### src/rtl/aux_timer_pkg.sv
package aux_timer_pkg;
  localparam int unsigned N_AUX = 4;
  localparam int unsigned CNT_W = 6;

  typedef struct packed {
    logic [CNT_W-1:0] off;
    logic [CNT_W-1:0] dur;
  } aux_timing_t;
endpackage

### src/rtl/aux_cmd_sel.sv
module aux_cmd_sel #(
  parameter int unsigned CW = 6
) (
  input  logic          wr_i,
  input  logic          rd_i,
  input  logic [CW-1:0] wr_off_i,
  input  logic [CW-1:0] wr_dur_i,
  input  logic [CW-1:0] rd_off_i,
  input  logic [CW-1:0] rd_dur_i,
  output logic          cmd_o,
  output logic [CW-1:0] off_o,
  output logic [CW-1:0] dur_o
);
  // write wins on a same-cycle collision
  always_comb begin
    cmd_o = wr_i | rd_i;
    off_o = wr_i ? wr_off_i : rd_off_i;
    dur_o = wr_i ? wr_dur_i : rd_dur_i;
  end
endmodule

### src/rtl/aux_chan_timer.sv
module aux_chan_timer #(
  parameter int unsigned CW = 6
) (
  input  logic          clk_i,
  input  logic          rst_ni,
  input  logic          cmd_i,
  input  logic [CW-1:0] off_i,
  input  logic [CW-1:0] dur_i,
  input  logic          force_i,
  output logic          aux_o
);
  localparam logic [CW-1:0] ONE  = {{(CW-1){1'b0}}, 1'b1};
  localparam logic [CW-1:0] ZERO = '0;

  logic          pend_q, pend_d;
  logic          act_q, act_d;
  logic          aux_q;
  logic [CW-1:0] dly_q, dly_d;
  logic [CW-1:0] len_q, len_d;
  logic [CW-1:0] load_q, load_d;

  always_comb begin
    pend_d = pend_q;
    act_d  = act_q;
    dly_d  = dly_q;
    len_d  = len_q;
    load_d = load_q;
    if (cmd_i) begin
      if (off_i == ZERO) begin
        pend_d = 1'b0;
        act_d  = (dur_i != ZERO);
        len_d  = dur_i - ONE;
      end else begin
        // active pulse is held while the new delay runs
        pend_d = 1'b1;
        dly_d  = off_i - ONE;
        load_d = dur_i;
      end
    end else if (pend_q) begin
      if (dly_q == ZERO) begin
        pend_d = 1'b0;
        act_d  = (load_q != ZERO);
        len_d  = load_q - ONE;
      end else begin
        dly_d = dly_q - ONE;
      end
    end else if (act_q) begin
      if (len_q == ZERO) act_d = 1'b0;
      else               len_d = len_q - ONE;
    end
  end

  always_ff @(posedge clk_i or negedge rst_ni) begin
    if (!rst_ni) begin
      pend_q <= 1'b0;
      act_q  <= 1'b0;
      aux_q  <= 1'b0;
      dly_q  <= '0;
      len_q  <= '0;
      load_q <= '0;
    end else begin
      pend_q <= pend_d;
      act_q  <= act_d;
      aux_q  <= act_d | force_i;
      dly_q  <= dly_d;
      len_q  <= len_d;
      load_q <= load_d;
    end
  end

  assign aux_o = aux_q;

  a_r3_zero_delay: assert property (@(posedge clk_i) disable iff (!rst_ni)
    cmd_i && off_i == ZERO && dur_i != ZERO |=> act_q);
  a_r4_zero_len: assert property (@(posedge clk_i) disable iff (!rst_ni)
    cmd_i && off_i == ZERO && dur_i == ZERO |=> !act_q);
  a_r7_bridge: assert property (@(posedge clk_i) disable iff (!rst_ni)
    act_q && pend_q && !cmd_i && dly_q != ZERO |=> act_q);
  a_r8_force: assert property (@(posedge clk_i) disable iff (!rst_ni)
    force_i |=> aux_o);
  a_r1_idle: assert property (@(posedge clk_i) disable iff (!rst_ni)
    !pend_q && !act_q && !cmd_i && !force_i |=> !aux_o);
endmodule

### src/rtl/aux_out_timer.sv
module aux_out_timer
  import aux_timer_pkg::*;
#(
  parameter int unsigned NA = N_AUX,
  parameter int unsigned CW = CNT_W
) (
  input  logic           clk_i,
  input  logic           rst_ni,
  input  logic           wr_cmd_i,
  input  logic           rd_cmd_i,
  input  logic           wrlvl_i,
  input  logic [NA-1:0]  wl_en_i,
  input  logic [NA*CW-1:0] wr_off_i,
  input  logic [NA*CW-1:0] wr_dur_i,
  input  logic [NA*CW-1:0] rd_off_i,
  input  logic [NA*CW-1:0] rd_dur_i,
  output logic [NA-1:0]  aux_o
);
  for (genvar i = 0; i < NA; i++) begin : g_ch
    logic          cmd;
    logic [CW-1:0] off, dur;

    aux_cmd_sel #(.CW(CW)) u_sel (
      .wr_i     (wr_cmd_i),
      .rd_i     (rd_cmd_i),
      .wr_off_i (wr_off_i[i*CW +: CW]),
      .wr_dur_i (wr_dur_i[i*CW +: CW]),
      .rd_off_i (rd_off_i[i*CW +: CW]),
      .rd_dur_i (rd_dur_i[i*CW +: CW]),
      .cmd_o    (cmd),
      .off_o    (off),
      .dur_o    (dur)
    );

    aux_chan_timer #(.CW(CW)) u_tmr (
      .clk_i   (clk_i),
      .rst_ni  (rst_ni),
      .cmd_i   (cmd),
      .off_i   (off),
      .dur_i   (dur),
      .force_i (wrlvl_i & wl_en_i[i]),
      .aux_o   (aux_o[i])
    );
  end
endmodule

### config.mk
export PLATFORM = sky130hd
export DESIGN_NAME = aux_out_timer
export DESIGN_NICKNAME = d
export VERILOG_FILES = /design/src/rtl/aux_timer_pkg.sv /design/src/rtl/aux_cmd_sel.sv /design/src/rtl/aux_chan_timer.sv /design/src/rtl/aux_out_timer.sv
export SDC_FILE = /design/constraint.sdc
export NUM_CORES = 1
export LEC_CHECK = 0
export BUFFER_PORTS_ARGS = -buffer_cell sky130_fd_sc_hd__buf_2
export CORE_MARGIN = 5
export CORE_UTILIZATION = 51
export CTS_CLUSTER_SIZE = 12
export DETAILED_ROUTE_END_ITERATION = 10
export PLACE_DENSITY = 0.82
export SYNTH_ARGS = -nofsm -noshare
export SYNTH_HDL_FRONTEND = slang
export SYNTH_HIERARCHICAL = 1
export SYNTH_SLANG_ARGS = --single-unit
### constraint.sdc
create_clock -name clk_i -period 1.7 [get_ports clk_i]
set_input_delay 0.085 -clock clk_i [delete_from_list [all_inputs] [get_ports clk_i]]
set_output_delay 0.085 -clock clk_i [all_outputs]
set_load 0.03 [all_outputs]
# Word-level counts from Yosys, hierarchy flattened
# Cells that the tools add are included.
# Widths: inputs -> output; s select.
# totals
in_bits	105
regBits	84
wordCells	205
output_inout_bits	4
# op_classes
muxes	88
n_eq_ne	20
addsub	20
n_reduce_logical	40
bitwise	13
# ops
operator	count
$mux 6	48
$sub 6x1->6 const B	20
$logic_not 6->1	12
$reduce_bool 6->1	8
$mux 1	40
$ne 2x2->1 const B	8
$reduce_and 4->1	4
$ne 3x2->1 const B	4
$ne 3x3->1 const B	4
$reduce_and 3->1	4
$reduce_bool 3->1	4
$ne 2x1->1 const B	4
$reduce_and 2->1	4
$reduce_bool 2->1	4
$or 1x1->1	5
$and 1x1->1	4
$not 1->1	4

# Depth between registers and ports, before layout
# depth
ltp_word	6
mapped_depth	11
mapped_depth_nobuf	7

# By module
# Netlist, hierarchy kept.
# by_module_without_submodules
mod	cells_per_inst	instances	seq_area_each_um2	area_each_um2
aux_chan_timer (g_ch[0].u_tmr ...)	123	3	525.5	1275.0
aux_chan_timer (g_ch[3].u_tmr)	131	1	525.5	1291.2
aux_cmd_sel	14	4	0.0	186.4
aux_out_timer	4	1	0.0	25.0

# Worst setup path after synthesis
# No wires, ideal clock.
# synth_path
kind	input to register
start	input port wr_cmd_i
end	register g_ch[0].u_tmr.len_q[0]
setup_ns	0.125
cell_stages	6
t_arrival_ns	2.014
t_required_ns	1.575
path_buffers	1
path_slack_ns	-0.439
cell_sequence	buf_6 > mux2_4 > or3_4 > o41ai_4 > a21boi_4 > mux2_4
# synth_via
elab_chain_cells	4
elab_cells_between_ends	12
classes_between	add/sub (1); eq/ne (3); mux (4); bitwise (1); reduce/logical (3)
# synth_lines
element	line_no	text
start, declared	aux_out_timer.sv:9	input logic wr_cmd_i,
$mux 6	aux_cmd_sel.sv:17	off_o = wr_i ? wr_off_i : rd_off_i;
named net g_ch[0].off[0]	aux_out_timer.sv:21	logic [CW-1:0] off, dur;
$logic_not 6->1	aux_chan_timer.sv:29	if (off_i == ZERO) begin
$ne 2x1->1 (no source line)	n/a	
$reduce_and 4->1 (no source line)	n/a	
end signal, assigned	aux_chan_timer.sv:66	len_q <= len_d;
end, declared	aux_chan_timer.sv:19	logic [CW-1:0] len_q, len_d;
# The timed path passes the listed nets, and every way through them passes these cells. The select of a mux whose other input is x is not followed.
# A chain may end at the register's enable or synchronous reset.

# Worst setup path after layout
# layout_path
start	register g_ch[2].u_tmr.dly_q[4]
end	register g_ch[2].u_tmr.aux_q
# layout_via
elab_chain_cells	5
# layout_lines
element	line_no	text
start, declared	aux_chan_timer.sv:18	logic [CW-1:0] dly_q, dly_d;
start signal, assigned	aux_chan_timer.sv:65	dly_q <= dly_d;
$logic_not 6->1	aux_chan_timer.sv:40	if (dly_q == ZERO) begin
$mux 1	aux_chan_timer.sv:40	
$mux 1	aux_chan_timer.sv:39	end else if (pend_q) begin
$mux 1	aux_chan_timer.sv:28	if (cmd_i) begin
$or 1x1->1	aux_chan_timer.sv:64	aux_q <= act_d | force_i;
end signal, assigned	aux_chan_timer.sv:64	
end, declared	aux_chan_timer.sv:17	logic aux_q;
# Every way passes these cells.

==> out/metrics.csv <==
metric,value,unit
CP arrival,2170,ps
effective utilization at floorplan,51.8,%
Die ar.,13800,um2
endpoints failing hold,0,
global-route wire length before repair,29000,um
initial antenna violation count,0,
num rows,39,
required time of the worst setup path,1920,ps
top-level port count,109,
die width,117,um
"EDFF count, synth",0,
CTS tree,done,
vias in the first global route,5979,
clk_skew,8.71,ps
Layout Area Growth over Synthesis,52.5,%
Nets,956,
clock-pin slew on the worst setup and hold paths,70,ps
slack of the critical path,-257,ps
IO Port Bufs,108,
Worst-Margin Slew,457,ps
diode count,0,
post-DR wirelength/cell,20.9,um
share of cells above drive strength 1,60.8,%
global route overflow,0,
CP endpoint kind,register,
core area,11400,um2
"critical path fanouts, max",6,
P_leak,4.11,nW
Final Cycle Share,115,%
Synth Area per Inst,10.5,um2
Final Wtd Congestion,0.914,
largest net degree at the start of global routing,85,
post-synthesis net count,673,
RSZ-0062 raised after global routing,true,
post-route ant nets,0,
WL final,20700,um
status,"complete, but fails checks",
Post-Syn Instances,560,
failing checks,negative setup slack,
Total Routing Usage GR,24.9,%
post-DP HPWL,12300,um
Tmin final,1960,ps
Die Ht,117,um
number of CTS-inserted buffers,9,
dpl cells,945,
Starting DRT DRC Count,493,
Max Cap Viol,0,
htree depth,3,
Slew Limit Headroom,69.6,%
sequential area share after synthesis,35.7,%
drt via density,6.05,
total number of clock tree sinks,84,
Crit Path Category,register to register,
Max Transition Viols Final,0,
critical path cell sequence,or4_4 > o311ai_4 > nand2_2 > buf_6 > a211o_1,
Final Power,0.00779,W
final setup fails,60,
synth unique cells,51,
DR pass1 iterations,6,
"FF+latch count, synth",84,
routed vias,5994,
CP top delay family,simple AND/OR/NAND/NOR gates,
"non-filler cells, final",991,
slowest stage cell on the critical path,or4_4,
Ys Warns,6,
peak supply drop,606,uV
CP peak stage delay,550,ps
Fmax achieved,0.511,GHz
critical path startpoint category,register,
Hold Path Class,input pin to register,
Synth Flop Type,dfrtp_1,
clk_lat worst skew,340,ps
ys async rst share,100,%
Root Buffer,clkbuf_16,
clk buf depth,2,
# DRC,0,
PwrDens,868,nW/um2
buffers plus inverters on the worst setup path,1,
area of the mapped netlist,5890,um2
kinds of logic (layout without fill, tap and decap cells):
| logic type | Yosys count | after routing | share of synthesized area, % |
|---|---|---|---|
| multiplexers | 133 | 133 | 27.3 |
| adder cells (fa/ha/maj) | 8 | 8 | 1.70 |
| buffers and inverters | 29 | 317 | 2.74 |
| AO/OA/AOI/OAI | 117 | 117 | 14.4 |
| AND/OR/NAND/NOR | 165 | 165 | 14.6 |
| XOR/XNOR | 24 | 24 | 3.57 |
| flip-flops | 84 | 84 | 35.7 |
metal layers:
| layer | part of all wire [%] | track usage (%) | vias to the layer above |
|---|---|---|---|
| met5 | 0 | 0 | - |
| met4 | 4.2 | 7.76 | 0 |
| met3 | 5.9 | 3.61 | 82 |
| met2 | 52 | 44.9 | 332 |
| met1 | 38 | 30.4 | 2927 |
| li1 | - | - | 2653 |
what timing repair did:
action                                  CTS  global route
hold buffers                              1             0
resized for setup                        63           123
buffers inserted                         11            13
endpoints found under the setup margin   66            76
pin swaps                                14            32
hold endpoints to repair                 84             0
cloned                                    4             1
cell usage after synthesis, types with 5 or more instances:
library cell,instances,area [um2]
nand2_1,27,101
mux2_2,55,619
or4_1,9,67.6
mux2_4,41,616
nor3_1,27,135
a22o_1,6,52.6
nor4_1,8,50.1
clkbuf_1,5,18.8
xor2_1,8,70.1
ha_1,8,100
mux2i_1,35,350
a211o_1,7,61.3
a21oi_1,33,165
nand2b_1,6,37.5
nand3_1,10,50.1
buf_6,5,56.3
inv_1,5,18.8
buf_1,6,22.5
o21ai_0,36,180
nor2_1,43,161
and2_1,5,31.3
dfrtp_1,84,2100
xnor2_1,16,140
nor3b_1,5,37.5
state kept, by name (all words and copies together) (netlist names):
register	count
g_ch.u_tmr/load_q	24
g_ch.u_tmr/aux_o	4
g_ch.u_tmr/act_q	4
g_ch.u_tmr/dly_q	24
g_ch.u_tmr/pend_q	4
g_ch.u_tmr/len_q	24
area by class of cell:
| type | count | area [um2] |
|---|---|---|
| Tap cell | 143 | 179 |
| Clock buffer | 10 | 239 |
| Timing Repair Buffer | 294 | 2090 |
| Inverter | 7 | 33.8 |
| Sequential cell | 84 | 2110 |
| Fill cell | 595 | 2390 |
| Clock inverter | 6 | 63.8 |
| Multi-Input combinational cell | 447 | 4260 |
worst register-to-register path: stages, from the launching register on:
cell	delay (ps)
dfrtp_1	410
or4_4	550
o311ai_4	280
nand2_2	140
buf_6	170
a211o_1	280
placed cells by master (no fill, tap or decap), types with 4 or more instances in the layout:
cell type / instances
xor2_1: 8
buf_2: 108
nand2b_1: 6
nor3_4: 5
mux2i_2: 6
a21o_1: 4
nor2_2: 4
o21ai_0: 23
mux2_2: 32
a21oi_1: 14
nand2_1: 24
o21ai_2: 5
nor3b_1: 5
dfrtp_2: 5
or4_1: 4
buf_6: 20
ha_2: 4
nor2_4: 10
a211o_1: 7
dfrtp_1: 79
a21oi_2: 17
and2_1: 4
xnor2_1: 14
nand3_1: 8
or4_4: 5
a22o_1: 6
mux2_4: 64
mux2i_4: 7
nor4_1: 7
buf_4: 158
clkbuf_16: 9
mux2i_1: 22
nor2_1: 29
nor3_1: 19
buf_12: 5
o21ai_1: 11
and3_1: 4
o211ai_1: 4
clkinvlp_4: 4
path summary, 6_finish.rpt:
check                                                   start                            endpoint  slack (ps)  cells after the start
min reg2reg                     g_ch[1].u_tmr/act_q$_DFF_PN0_       g_ch[1].u_tmr/act_q$_DFF_PN0_         520                      1
max                        g_ch[2].u_tmr/dly_q[4]$_DFFE_PN0P_       g_ch[2].u_tmr/aux_o$_DFF_PN0_        -260                      5
max reg2reg                g_ch[2].u_tmr/dly_q[4]$_DFFE_PN0P_       g_ch[2].u_tmr/aux_o$_DFF_PN0_        -260                      5
min                                                wl_en_i[0]       g_ch[0].u_tmr/aux_o$_DFF_PN0_          70                      3
min in group asynchronous                              rst_ni  g_ch[1].u_tmr/dly_q[2]$_DFFE_PN0P_         310                      3
max in group asynchronous                              rst_ni      g_ch[0].u_tmr/pend_q$_DFF_PN0_        1010                      3
metrics by stage:
step	utilization [%]	hold slack, ps	TNS (ps)	instance area [um2]	setup WS, ps
6_report	78.9	67.5	-6520	8970	-257
4_1_cts	73.6	69.3	-3540	8360	-177
5_1_grt	78.9	80.0	-8690	8970	-264
3_3_place_gp	68.0	152	-26550	7730	-398
3_5_place_dp	68.0	155	-30440	7730	-462
2_1_floorplan	-	-211	-11190	5980	-414
power by group:
group	internal, W	switching [W]	leakage, nW
clock network	0.00118	0.000838	0.144
registers	0.00238	0.000443	0.964
logic	0.00159	0.00137	3.00
total	0.00514	0.00265	4.11
No activity file was read; power rests on OpenSTA's default activity.
